[src/rtl/frame_dec_pkg.sv]
package frame_dec_pkg;

  typedef enum logic [2:0] {
    K_NONE = 3'd0,
    K_DATA = 3'd1,
    K_CTRL = 3'd2,
    K_FILL = 3'd3,
    K_ERR  = 3'd4
  } frameKind_t;

  // Strobes from the control part to the datapath for the frame in stage 1.
  typedef struct packed {
    frameKind_t kind;
    logic       invert;
    logic       flagBit;
    logic       wide;
  } decStrobe_t;

endpackage

[src/rtl/frameCtrl.sv]
module frameCtrl
  import frame_dec_pkg::*;
#(
  parameter int WideW   = 20,
  parameter int NarrowW = 16,
  parameter int CtlDrop = 2,
  parameter int CfW     = 4
) (
  input  logic               clk,
  input  logic               rstN,
  input  logic               advance,
  input  logic               s1Valid,
  input  logic [CfW-1:0]     s1CField,
  input  logic [WideW-1:0]   s1DField,
  input  logic               s1Wide,
  input  logic               s1FlagEn,
  output decStrobe_t         dec
);

  localparam logic [WideW-1:0] WideMask      = {WideW{1'b1}};
  localparam logic [WideW-1:0] NarrowMask    = WideMask >> (WideW - NarrowW);
  localparam logic [WideW-1:0] CtlWideMask   = WideMask >> CtlDrop;
  localparam logic [WideW-1:0] CtlNarrowMask = WideMask >> (WideW - NarrowW + CtlDrop);

  logic             refValid;
  logic             refFlag;
  logic [WideW-1:0] modeMask;
  logic [WideW-1:0] ctlMask;
  logic             isDataCode;
  logic             altBad;

  assign modeMask   = s1Wide ? WideMask : NarrowMask;
  assign ctlMask    = s1Wide ? CtlWideMask : CtlNarrowMask;
  assign isDataCode = (s1CField[CfW-1:CfW-2] == 2'b01);
  assign altBad     = !s1FlagEn && refValid && (s1CField[0] == refFlag);

  always_comb begin
    dec.invert  = s1CField[1];
    dec.flagBit = s1CField[0];
    dec.wide    = s1Wide;
    dec.kind    = K_ERR;
    if (!s1Valid) begin
      dec.kind = K_NONE;
    end else begin
      casez (s1CField)
        4'b01??: dec.kind = altBad ? K_ERR : K_DATA;
        4'b1000: dec.kind = ((s1DField & modeMask & ~ctlMask) != '0) ? K_ERR : K_CTRL;
        4'b110?: dec.kind = ((s1DField & modeMask) != modeMask) ? K_ERR : K_FILL;
        default: dec.kind = K_ERR;
      endcase
    end
  end

  // Alternation reference: set by data-coded frames, cleared by anything else.
  always_ff @(posedge clk) begin
    if (!rstN) begin
      refValid <= 1'b0;
      refFlag  <= 1'b0;
    end else if (advance && s1Valid) begin
      if (isDataCode) begin
        refValid <= 1'b1;
        refFlag  <= s1CField[0];
      end else begin
        refValid <= 1'b0;
      end
    end
  end

  AST_REF_HELD: assert property (@(posedge clk) disable iff (!rstN)
    !$past(advance) |-> ($stable(refValid) && $stable(refFlag)));

endmodule

[src/rtl/frameDatapath.sv]
module frameDatapath
  import frame_dec_pkg::*;
#(
  parameter int WideW   = 20,
  parameter int NarrowW = 16,
  parameter int CtlDrop = 2,
  parameter int CfW     = 4
) (
  input  logic                  clk,
  input  logic                  rstN,
  input  logic                  frameStrobe,
  input  logic [WideW+CfW-1:0]  frameIn,
  input  logic                  wideMode,
  input  logic                  flagEn,
  input  decStrobe_t            dec,
  output logic                  s1Valid,
  output logic [CfW-1:0]        s1CField,
  output logic [WideW-1:0]      s1DField,
  output logic                  s1Wide,
  output logic                  s1FlagEn,
  output logic [WideW-1:0]      dataOut,
  output logic                  dataAvail,
  output logic                  ctrlAvail,
  output logic                  fillOut,
  output logic                  flagOut,
  output logic                  errOut
);

  localparam logic [WideW-1:0] WideMask      = {WideW{1'b1}};
  localparam logic [WideW-1:0] NarrowMask    = WideMask >> (WideW - NarrowW);
  localparam logic [WideW-1:0] CtlWideMask   = WideMask >> CtlDrop;
  localparam logic [WideW-1:0] CtlNarrowMask = WideMask >> (WideW - NarrowW + CtlDrop);

  frameKind_t       s2Kind;
  logic [WideW-1:0] s2Payload;
  logic             s2Flag;
  logic             s2Wide;
  logic             outWide;
  logic [WideW-1:0] nextPayload;

  // Stage 1: raw capture.
  always_ff @(posedge clk) begin
    if (!rstN) begin
      s1Valid  <= 1'b0;
      s1CField <= '0;
      s1DField <= '0;
      s1Wide   <= 1'b0;
      s1FlagEn <= 1'b0;
    end else if (frameStrobe) begin
      s1Valid  <= 1'b1;
      s1CField <= frameIn[WideW+CfW-1:WideW];
      s1DField <= frameIn[WideW-1:0];
      s1Wide   <= wideMode;
      s1FlagEn <= flagEn;
    end
  end

  always_comb begin
    nextPayload = '0;
    if (dec.kind == K_DATA) begin
      nextPayload = (dec.invert ? ~s1DField : s1DField) &
                    (dec.wide ? WideMask : NarrowMask);
    end else if (dec.kind == K_CTRL) begin
      nextPayload = s1DField & (dec.wide ? CtlWideMask : CtlNarrowMask);
    end
  end

  // Stage 2: decoded frame.
  always_ff @(posedge clk) begin
    if (!rstN) begin
      s2Kind    <= K_NONE;
      s2Payload <= '0;
      s2Flag    <= 1'b0;
      s2Wide    <= 1'b0;
    end else if (frameStrobe) begin
      s2Kind    <= dec.kind;
      s2Payload <= nextPayload;
      s2Flag    <= dec.flagBit;
      s2Wide    <= dec.wide;
    end
  end

  // Stage 3: user-facing outputs.
  always_ff @(posedge clk) begin
    if (!rstN) begin
      dataOut   <= '0;
      dataAvail <= 1'b0;
      ctrlAvail <= 1'b0;
      fillOut   <= 1'b0;
      flagOut   <= 1'b0;
      errOut    <= 1'b0;
      outWide   <= 1'b0;
    end else if (frameStrobe) begin
      dataAvail <= (s2Kind == K_DATA);
      ctrlAvail <= (s2Kind == K_CTRL);
      fillOut   <= (s2Kind == K_FILL);
      errOut    <= (s2Kind == K_ERR);
      outWide   <= s2Wide;
      if (s2Kind == K_DATA) begin
        dataOut <= s2Payload;
        flagOut <= s2Flag;
      end else if (s2Kind == K_CTRL) begin
        dataOut <= s2Payload;
      end
    end
  end

  AST_QUIET_BETWEEN: assert property (@(posedge clk) disable iff (!rstN)
    !$past(frameStrobe) |-> ($stable(dataOut) && $stable(dataAvail) && $stable(ctrlAvail)
                             && $stable(fillOut) && $stable(errOut) && $stable(flagOut)));
  AST_FILL_KEEPS: assert property (@(posedge clk) disable iff (!rstN)
    fillOut |-> ($stable(dataOut) && $stable(flagOut)));
  AST_ERR_KEEPS: assert property (@(posedge clk) disable iff (!rstN)
    errOut |-> $stable(dataOut));
  AST_CTRL_TOP_ZERO: assert property (@(posedge clk) disable iff (!rstN)
    ctrlAvail |-> (dataOut[WideW-1:WideW-CtlDrop] == '0));
  AST_NARROW_TOP_ZERO: assert property (@(posedge clk) disable iff (!rstN)
    (dataAvail && !outWide) |-> (dataOut[WideW-1:NarrowW] == '0));

endmodule

[src/rtl/frameDecoder.sv]
module frameDecoder
  import frame_dec_pkg::*;
#(
  parameter int WideW   = 20,
  parameter int NarrowW = 16,
  parameter int CtlDrop = 2,
  parameter int CfW     = 4
) (
  input  logic                 clk,
  input  logic                 rstN,
  input  logic                 frameStrobe,
  input  logic [WideW+CfW-1:0] frameIn,
  input  logic                 wideMode,
  input  logic                 flagEn,
  output logic [WideW-1:0]     dataOut,
  output logic                 dataAvail,
  output logic                 ctrlAvail,
  output logic                 fillOut,
  output logic                 flagOut,
  output logic                 errOut
);

  decStrobe_t       dec;
  logic             s1Valid;
  logic [CfW-1:0]   s1CField;
  logic [WideW-1:0] s1DField;
  logic             s1Wide;
  logic             s1FlagEn;

  frameCtrl #(
    .WideW(WideW), .NarrowW(NarrowW), .CtlDrop(CtlDrop), .CfW(CfW)
  ) u_ctrl (
    .clk      (clk),
    .rstN     (rstN),
    .advance  (frameStrobe),
    .s1Valid  (s1Valid),
    .s1CField (s1CField),
    .s1DField (s1DField),
    .s1Wide   (s1Wide),
    .s1FlagEn (s1FlagEn),
    .dec      (dec)
  );

  frameDatapath #(
    .WideW(WideW), .NarrowW(NarrowW), .CtlDrop(CtlDrop), .CfW(CfW)
  ) u_dp (
    .clk         (clk),
    .rstN        (rstN),
    .frameStrobe (frameStrobe),
    .frameIn     (frameIn),
    .wideMode    (wideMode),
    .flagEn      (flagEn),
    .dec         (dec),
    .s1Valid     (s1Valid),
    .s1CField    (s1CField),
    .s1DField    (s1DField),
    .s1Wide      (s1Wide),
    .s1FlagEn    (s1FlagEn),
    .dataOut     (dataOut),
    .dataAvail   (dataAvail),
    .ctrlAvail   (ctrlAvail),
    .fillOut     (fillOut),
    .flagOut     (flagOut),
    .errOut      (errOut)
  );

endmodule

[config.mk]
export PLATFORM = sky130hd
export DESIGN_NAME = frameDecoder
export DESIGN_NICKNAME = d
export VERILOG_FILES = /design/src/rtl/frame_dec_pkg.sv /design/src/rtl/frameCtrl.sv /design/src/rtl/frameDatapath.sv /design/src/rtl/frameDecoder.sv
export SDC_FILE = /design/constraint.sdc
export NUM_CORES = 1
export LEC_CHECK = 0
export CORE_MARGIN = 3
export CORE_UTILIZATION = 31
export DETAILED_ROUTE_END_ITERATION = 10
export GPL_ROUTABILITY_DRIVEN = 0
export PLACE_DENSITY_LB_ADDON = 0.1
export SETUP_SLACK_MARGIN = 0.4
export SYNTH_ARGS = -nofsm -noshare
export SYNTH_HDL_FRONTEND = slang
export SYNTH_SLANG_ARGS = --single-unit
[constraint.sdc]
create_clock -name clk -period 1.58 [get_ports clk]
set_input_delay 0.316 -clock clk [delete_from_list [all_inputs] [get_ports clk]]
set_output_delay 0.316 -clock clk [all_outputs]
set_load 0.02 [all_outputs]
After elaboration in Yosys (flattened, before gate mapping) --
Cells that the tools add are included.
Word-level totals: bits of input ports 29, bits in registers 78
Operators by class: equal/unequal tests 11, bitwise gates (word level) 6, reduce and logical (&&, ||, !) cells 9, muxes and demuxes 13
Operator list (number):
- 20-bit 2-to-1 mux | 6
- 20-bit AND | 4
- 20-bit inverter | 2
- 20-bit inequality test | 1
- 20-bit nonzero test | 1
- 18-bit 2-to-1 mux | 1
- 3-bit 2-to-1 mux | 4
- 3-bit by 2-bit == test with 1-bit output, second input constant | 3
- 3-bit one-hot mux with 3 select lines | 1
- 3-bit by 1-bit == test with 1-bit output, second input constant | 2
- 3-bit == test, second input constant | 2
- 2-bit AND reduction | 3
- 4-bit == test, second input constant | 1
- 1-bit logical AND | 3
- 2-bit by 1-bit == test with 1-bit output, second input constant | 1
- 2-bit nonzero test | 1
- 1-bit == test | 1
- 1-bit zero test | 1
- 1-bit 2-to-1 mux | 1

Longest topological paths before layout --
Gate-level depths: netlist of run 1.
depth after elaboration 10, gate-level depth with buffers 6

Cells and area by module --
Synthesis of run 1 repeated with hierarchy kept, for this count alone.
Second synthesis, totals: cells, all modules 343, area total of the unflattened synthesis 3338.2 um^2
By module, submodules not included:
- frameDatapath | area an instance 3104.2 um^2, seq. area each 1521.5 um^2, instances 1, cells each 309
- frameCtrl | area an instance 234.0 um^2, seq. area each 40.0 um^2, instances 1, cells each 34

Least setup slack after synthesis of run 1 --
Ideal clock, no wire load.
kind register to register, start point register u_dp.s1CField[0], end point register u_dp.s2Payload[6], clock period less this slack 1.543 ns, arrival time 1.420 ns, cell stages (with the launch flop) 7, path slack 0.037 ns, path through dfxtp_1 -> buf_6 -> xnor2_2 -> a21oi_2 -> o21a_1 -> buf_6 -> a221o_2
On the way: cells in the longest elaborated chain, start to end 8, elaborated cells on any way between the ends 10, those cells by class 4 x eq/ne; 5 x mux; 1 x reduce/logical
Ends and longest elaborated chain:
- start, declared | RTL line frameDatapath.sv:17 | output logic [CfW-1:0] s1CField,
- start signal, assigned | RTL line frameDatapath.sv:51 | s1CField <= frameIn[WideW+CfW-1:WideW];
- 1-bit == test | RTL line frameCtrl.sv:35 | assign altBad = !s1FlagEn && refValid && (s1CField[0] == refFlag);
- 1-bit logical AND | RTL line frameCtrl.sv:35
- 3-bit 2-to-1 mux | RTL line frameCtrl.sv:46 | 4'b01??: dec.kind = altBad ? K_ERR : K_DATA;
- 3-bit one-hot mux with 3 select lines (*) | RTL line frameCtrl.sv:45 | casez (s1CField)
- 3-bit 2-to-1 mux (*) | RTL line frameCtrl.sv:42 | if (!s1Valid) begin
- 3-bit by 2-bit == test with 1-bit output | RTL line frameDatapath.sv:63 | end else if (dec.kind == K_CTRL) begin
- 20-bit 2-to-1 mux | RTL line frameDatapath.sv:63
- 20-bit 2-to-1 mux (*) | RTL line frameDatapath.sv:60 | if (dec.kind == K_DATA) begin
- end signal, assigned | RTL line frameDatapath.sv:77 | s2Payload <= nextPayload;
- end, declared | RTL line frameDatapath.sv:35 | logic [WideW-1:0] s2Payload;
Mark *: on every way between the ends. The rest lies on a longest branch, timed or not. A chain may end at the register's enable or synchronous reset.

Worst setup path in the final report of run 1 --
start point register u_dp.s1Wide, end point register u_dp.s2Payload[8]
On the way: cells in the longest elaborated chain, start to end 10, elaborated cells on any way between the ends 15, those cells by class 3 x eq/ne; 8 x mux; 3 x bitwise; 1 x reduce/logical
Ends and longest elaborated chain:
- start, declared | RTL line frameDatapath.sv:19 | output logic s1Wide,
- start signal, assigned | RTL line frameDatapath.sv:53 | s1Wide <= wideMode;
- 20-bit 2-to-1 mux / 18-bit 2-to-1 mux (equally long branches) | RTL line frameCtrl.sv:32, frameCtrl.sv:33
- 20-bit AND / 20-bit inverter (equally long branches) | RTL line frameCtrl.sv:47, frameCtrl.sv:48
- 20-bit AND | RTL line frameCtrl.sv:47 | 4'b1000: dec.kind = ((s1DField & modeMask & ~ctlMask) != '0) ? K_ERR : K_CTRL;
- 20-bit nonzero test | RTL line frameCtrl.sv:47
- 3-bit 2-to-1 mux | RTL line frameCtrl.sv:47
- 3-bit one-hot mux with 3 select lines (*) | RTL line frameCtrl.sv:45
- 3-bit 2-to-1 mux (*) | RTL line frameCtrl.sv:42
- 3-bit by 2-bit == test with 1-bit output | RTL line frameDatapath.sv:63
- 20-bit 2-to-1 mux | RTL line frameDatapath.sv:63
- 20-bit 2-to-1 mux (*) | RTL line frameDatapath.sv:60
Marks and branches as above.

==> results of run 1 <==
-- cell type report --
type / instances / area, µm²
multi-input cells: 229 / 1720
fillers: 968 / 5343
clock buffers: 13 / 158.9
repair buffers: 93 / 890.9
clock inverters: 3 / 42.54
flip-flops and latches: 78 / 1614
well taps: 133 / 166.4
inverters: 5 / 18.77
-- metrics by stage --
| step | total power [mW] | instance area (µm²) |
|---|---|---|
| after floorplan | 2.285 | 3251 |
| final | 3.976 | 4612 |
| after global routing | 4.168 | 4612 |
| after global placement | 2.456 | 4069 |
| after detailed placement | 2.459 | 4069 |
| after CTS | 4.008 | 4289 |
-- per-layer routing --
metal / vias to the layer above / part of all wire (%) / GRT usage [%]
li1: 1346 / - / -
met3: 6 / 3.8 / 3.239
met2: 52 / 46 / 21.58
met4: 0 / 0.76 / 5.500
met1: 1248 / 50 / 19.52
met5: - / 0 / 0
-- power breakdown --
part           internal (mW)  total (mW)  switching [mW]
Clock                  0.816        1.52           0.708
Sequential              2.01        2.07          0.0572
Combinational          0.216       0.382           0.166
Total                   3.05        3.98           0.931
-- repair_timing --
item	in CTS	in global routing
endpoints found under the setup margin	69	68
endpoints found under the hold margin	0	0
cloned	1	4
setup buffers	2	7
gates resized for setup	134	94
pin swaps	6	31
-- logic make-up after synthesis --
group	Yosys count	synth area share (%)
buffers and inverters	26	3.924
AO/OA/AOI/OAI	66	17.09
XOR/XNOR	4	1.321
multiplexers	28	8.702
flip-flops	78	48.48
AND/OR/NAND/NOR	130	20.47
-- state kept, by name (all words and copies together), names as in the netlist, 3 cells and up --
| signal | count |
|---|---|
| u_dp.s1CField | 4 |
| u_dp.s2Kind | 3 |
| u_dp.dataOut | 20 |
| u_dp.s2Payload | 20 |
| u_dp.s1DField | 20 |
-- Yosys cell counts (3+ instances only) --
cell       number  share of area, %
a21boi_0       24               5.6
a221o_1         7               2.2
a221o_2         8               2.8
buf_2           5              0.78
buf_6           3               1.0
clkbuf_1       13               1.5
dfxtp_1        78                48
inv_1           5              0.58
mux2i_1        28               8.7
nand2_1        50               5.8
nand2b_1        5              0.97
nand3_1         5              0.78
nand3b_1        3              0.70
nand4_1         5              0.97
nor2_1         17               2.0
nor2b_1        33               6.4
o2111ai_1       3              0.82
o211ai_1        4              0.93
o21a_1          5               1.2
o21ai_0         3              0.47
xor2_1          3              0.82
-- worst max-delay path by stage --
| stage | start | to | slack [ns] | depth (start not counted) |
|---|---|---|---|---|
| global placement | rstN | u_dp.s2Payload[13] | -0.26 | 5 |
| detailed placement | rstN | u_dp.s2Payload[1] | -0.27 | 5 |
| CTS | u_dp.s1Wide | u_dp.s2Payload[10] | 0.07 | 5 |
| global route | u_dp.s1CField[0] | u_dp.s2Payload[6] | 0.01 | 5 |
| finish | u_dp.s1Wide | u_dp.s2Payload[8] | 0.04 | 5 |
| floorplan | u_dp.s1CField[0] | u_dp.s2Payload[6] | 0.12 | 6 |
-- worst register-to-register path, delay by kind of cell, from the launching register on --
| family | cells | cell delay, ns |
|---|---|---|
| compound gates | 3 | 0.76 |
| flops | 1 | 0.37 |
| simple gates | 1 | 0.16 |
| buf+inv | 1 | 0.14 |
==> impl_results.md, run 1 <==
- Vias/cell: 4.787
- Place WS: -0.2658 ns
- Hold path cells: 2
- Crit path DAT: 1.78 ns
- Actual slew at the worst max-slew pin: 0.3251 ns
- Initial core utilization: 32.35%
- Endpoint class of the critical path: flop
- Status: finished clean
- Min Hold Slack: 0.4484 ns
- Syn nets: 361
- Slew HR: 78.03%
- CP cell instances: nor3b_4 > o21a_1 > o21a_4 > buf_12 > a221o_2
- Final hold viol count: 0
- Final WL: 8.513 mm
- Mapped Cells: 332
- Clock Sinks: 78
- Syn-to-layout area delta: 43.20%
- Commonest non-fill, non-tap cells in the layout: buf_4 (52), dfxtp_1 (46), nand2_1 (44)
- Largest net degree at the start of global routing: 60
- Reg2reg setup slack: 0.04 ns
- Top Family by Delay on Critical Path: compound AO/OA/AOI/OAI gates
- Data required, critical path: 1.82 ns
- Max-cap violations: 0
- Worst reg2reg path depth: 5
- TritonCTS Buffers: 9
- Hold_sp: u_dp.s2Payload[17]
- Buffers and inverters on the worst path: 1
- WS Path Type: flop to flop
- Post-Syn Area per Cell: 9.701 µm²
- Worst R2R End: u_dp.s2Payload[8]
- Synth Register Bits: 78
- DP HPWL: 5.391 mm
- Peak VDD IR: 0.4770 mV
- Startpoint Class: flop
- Global route total overflow: 0
- Mapped cell area: 3221 µm²
- Cell area power density: 862.1 nW/µm²
- Core Area: 9955 µm²
- Drt drc: 0
- Worst-path clk slew: 0.08 ns
- TritonRoute pass-1 iters: 4
- Post-Layout Cell Count: 554
- Final worst slack: 0.04091 ns
- Cts hold-fix bufs: 0
- Max-slew violation count: 0
- Crit-path max cell delay: 0.37 ns
- Post-synth EDFFs: 0
- Maximum buffer depth of the clock tree: 2
- Nets: 445
- Latest clock arrival within the worst-skew pair: 0.34 ns
- Fmax: 649.7 MHz
- Setup_tns: 0 ns
- Total global-route track usage: 14.19%
- LEAKAGE: 1.914 nW
- Initial antenna violation count: 0
- Die H: 107.9 µm
- Std cell rows: 36
- Synth Warn #: 0
- Average routed wire per standard cell: 15.37 µm
- RSZ-0062 raised after global routing: yes
- Port buffer count: 53
- Hold Path End: u_dp.dataOut[17]
- Synth cell types: 42
- Inst Count DP: 524
- Vias in the first global route: 2518
- DR iter-0 viols: 132
- Fin util: 46.33%
- Die ar.: 11650 µm²
- Commonest non-fill, non-tap cell in the layout: buf_4
- CP max-delay cell: dfxtp_4
- Worst Clk Skew: 0.01010 ns
- Setup violations, final: 0
- Worst R2R Start: u_dp.s1Wide
- Tcrit/Tclk final: 97.41%
- Main synth FF type: dfxtp_1
- Antenna-violating nets left: 0
- Horiz. Die Dim: 107.9 µm
- Clock root cell: clkbuf_8
- Total I/O pin count: 54
- First-pass GRT wire length: 12.97 mm
- N_diodes: 0
- CTS tree: yes
- Proportion of layout cells with a drive suffix above 1: 35.15%
- H-tree Lvls: 3
- Sequential area share after synthesis: 48.48%
- Peak fanout along the critical path: 7
- Via count: 2652
- FFs w/ async S/R, synth: 0%
- Fin crit period: 1.539 ns
- Hold WC Path Type: flop to flop
(Power assumes the default switching activity.)
==> run 2: changes to the inputs <==
CAP_MARGIN = 30   (was not set)
SKIP_LAST_GASP = 1   (was not set)
==> results of run 2 <==
The final DEF is identical to that of run 1; final timing and power are the same.
==> run 3: changes to the inputs <==
SLEW_MARGIN = 30   (was not set)
==> results of run 3 <==
The final DEF is identical to that of run 1; final timing and power are the same.
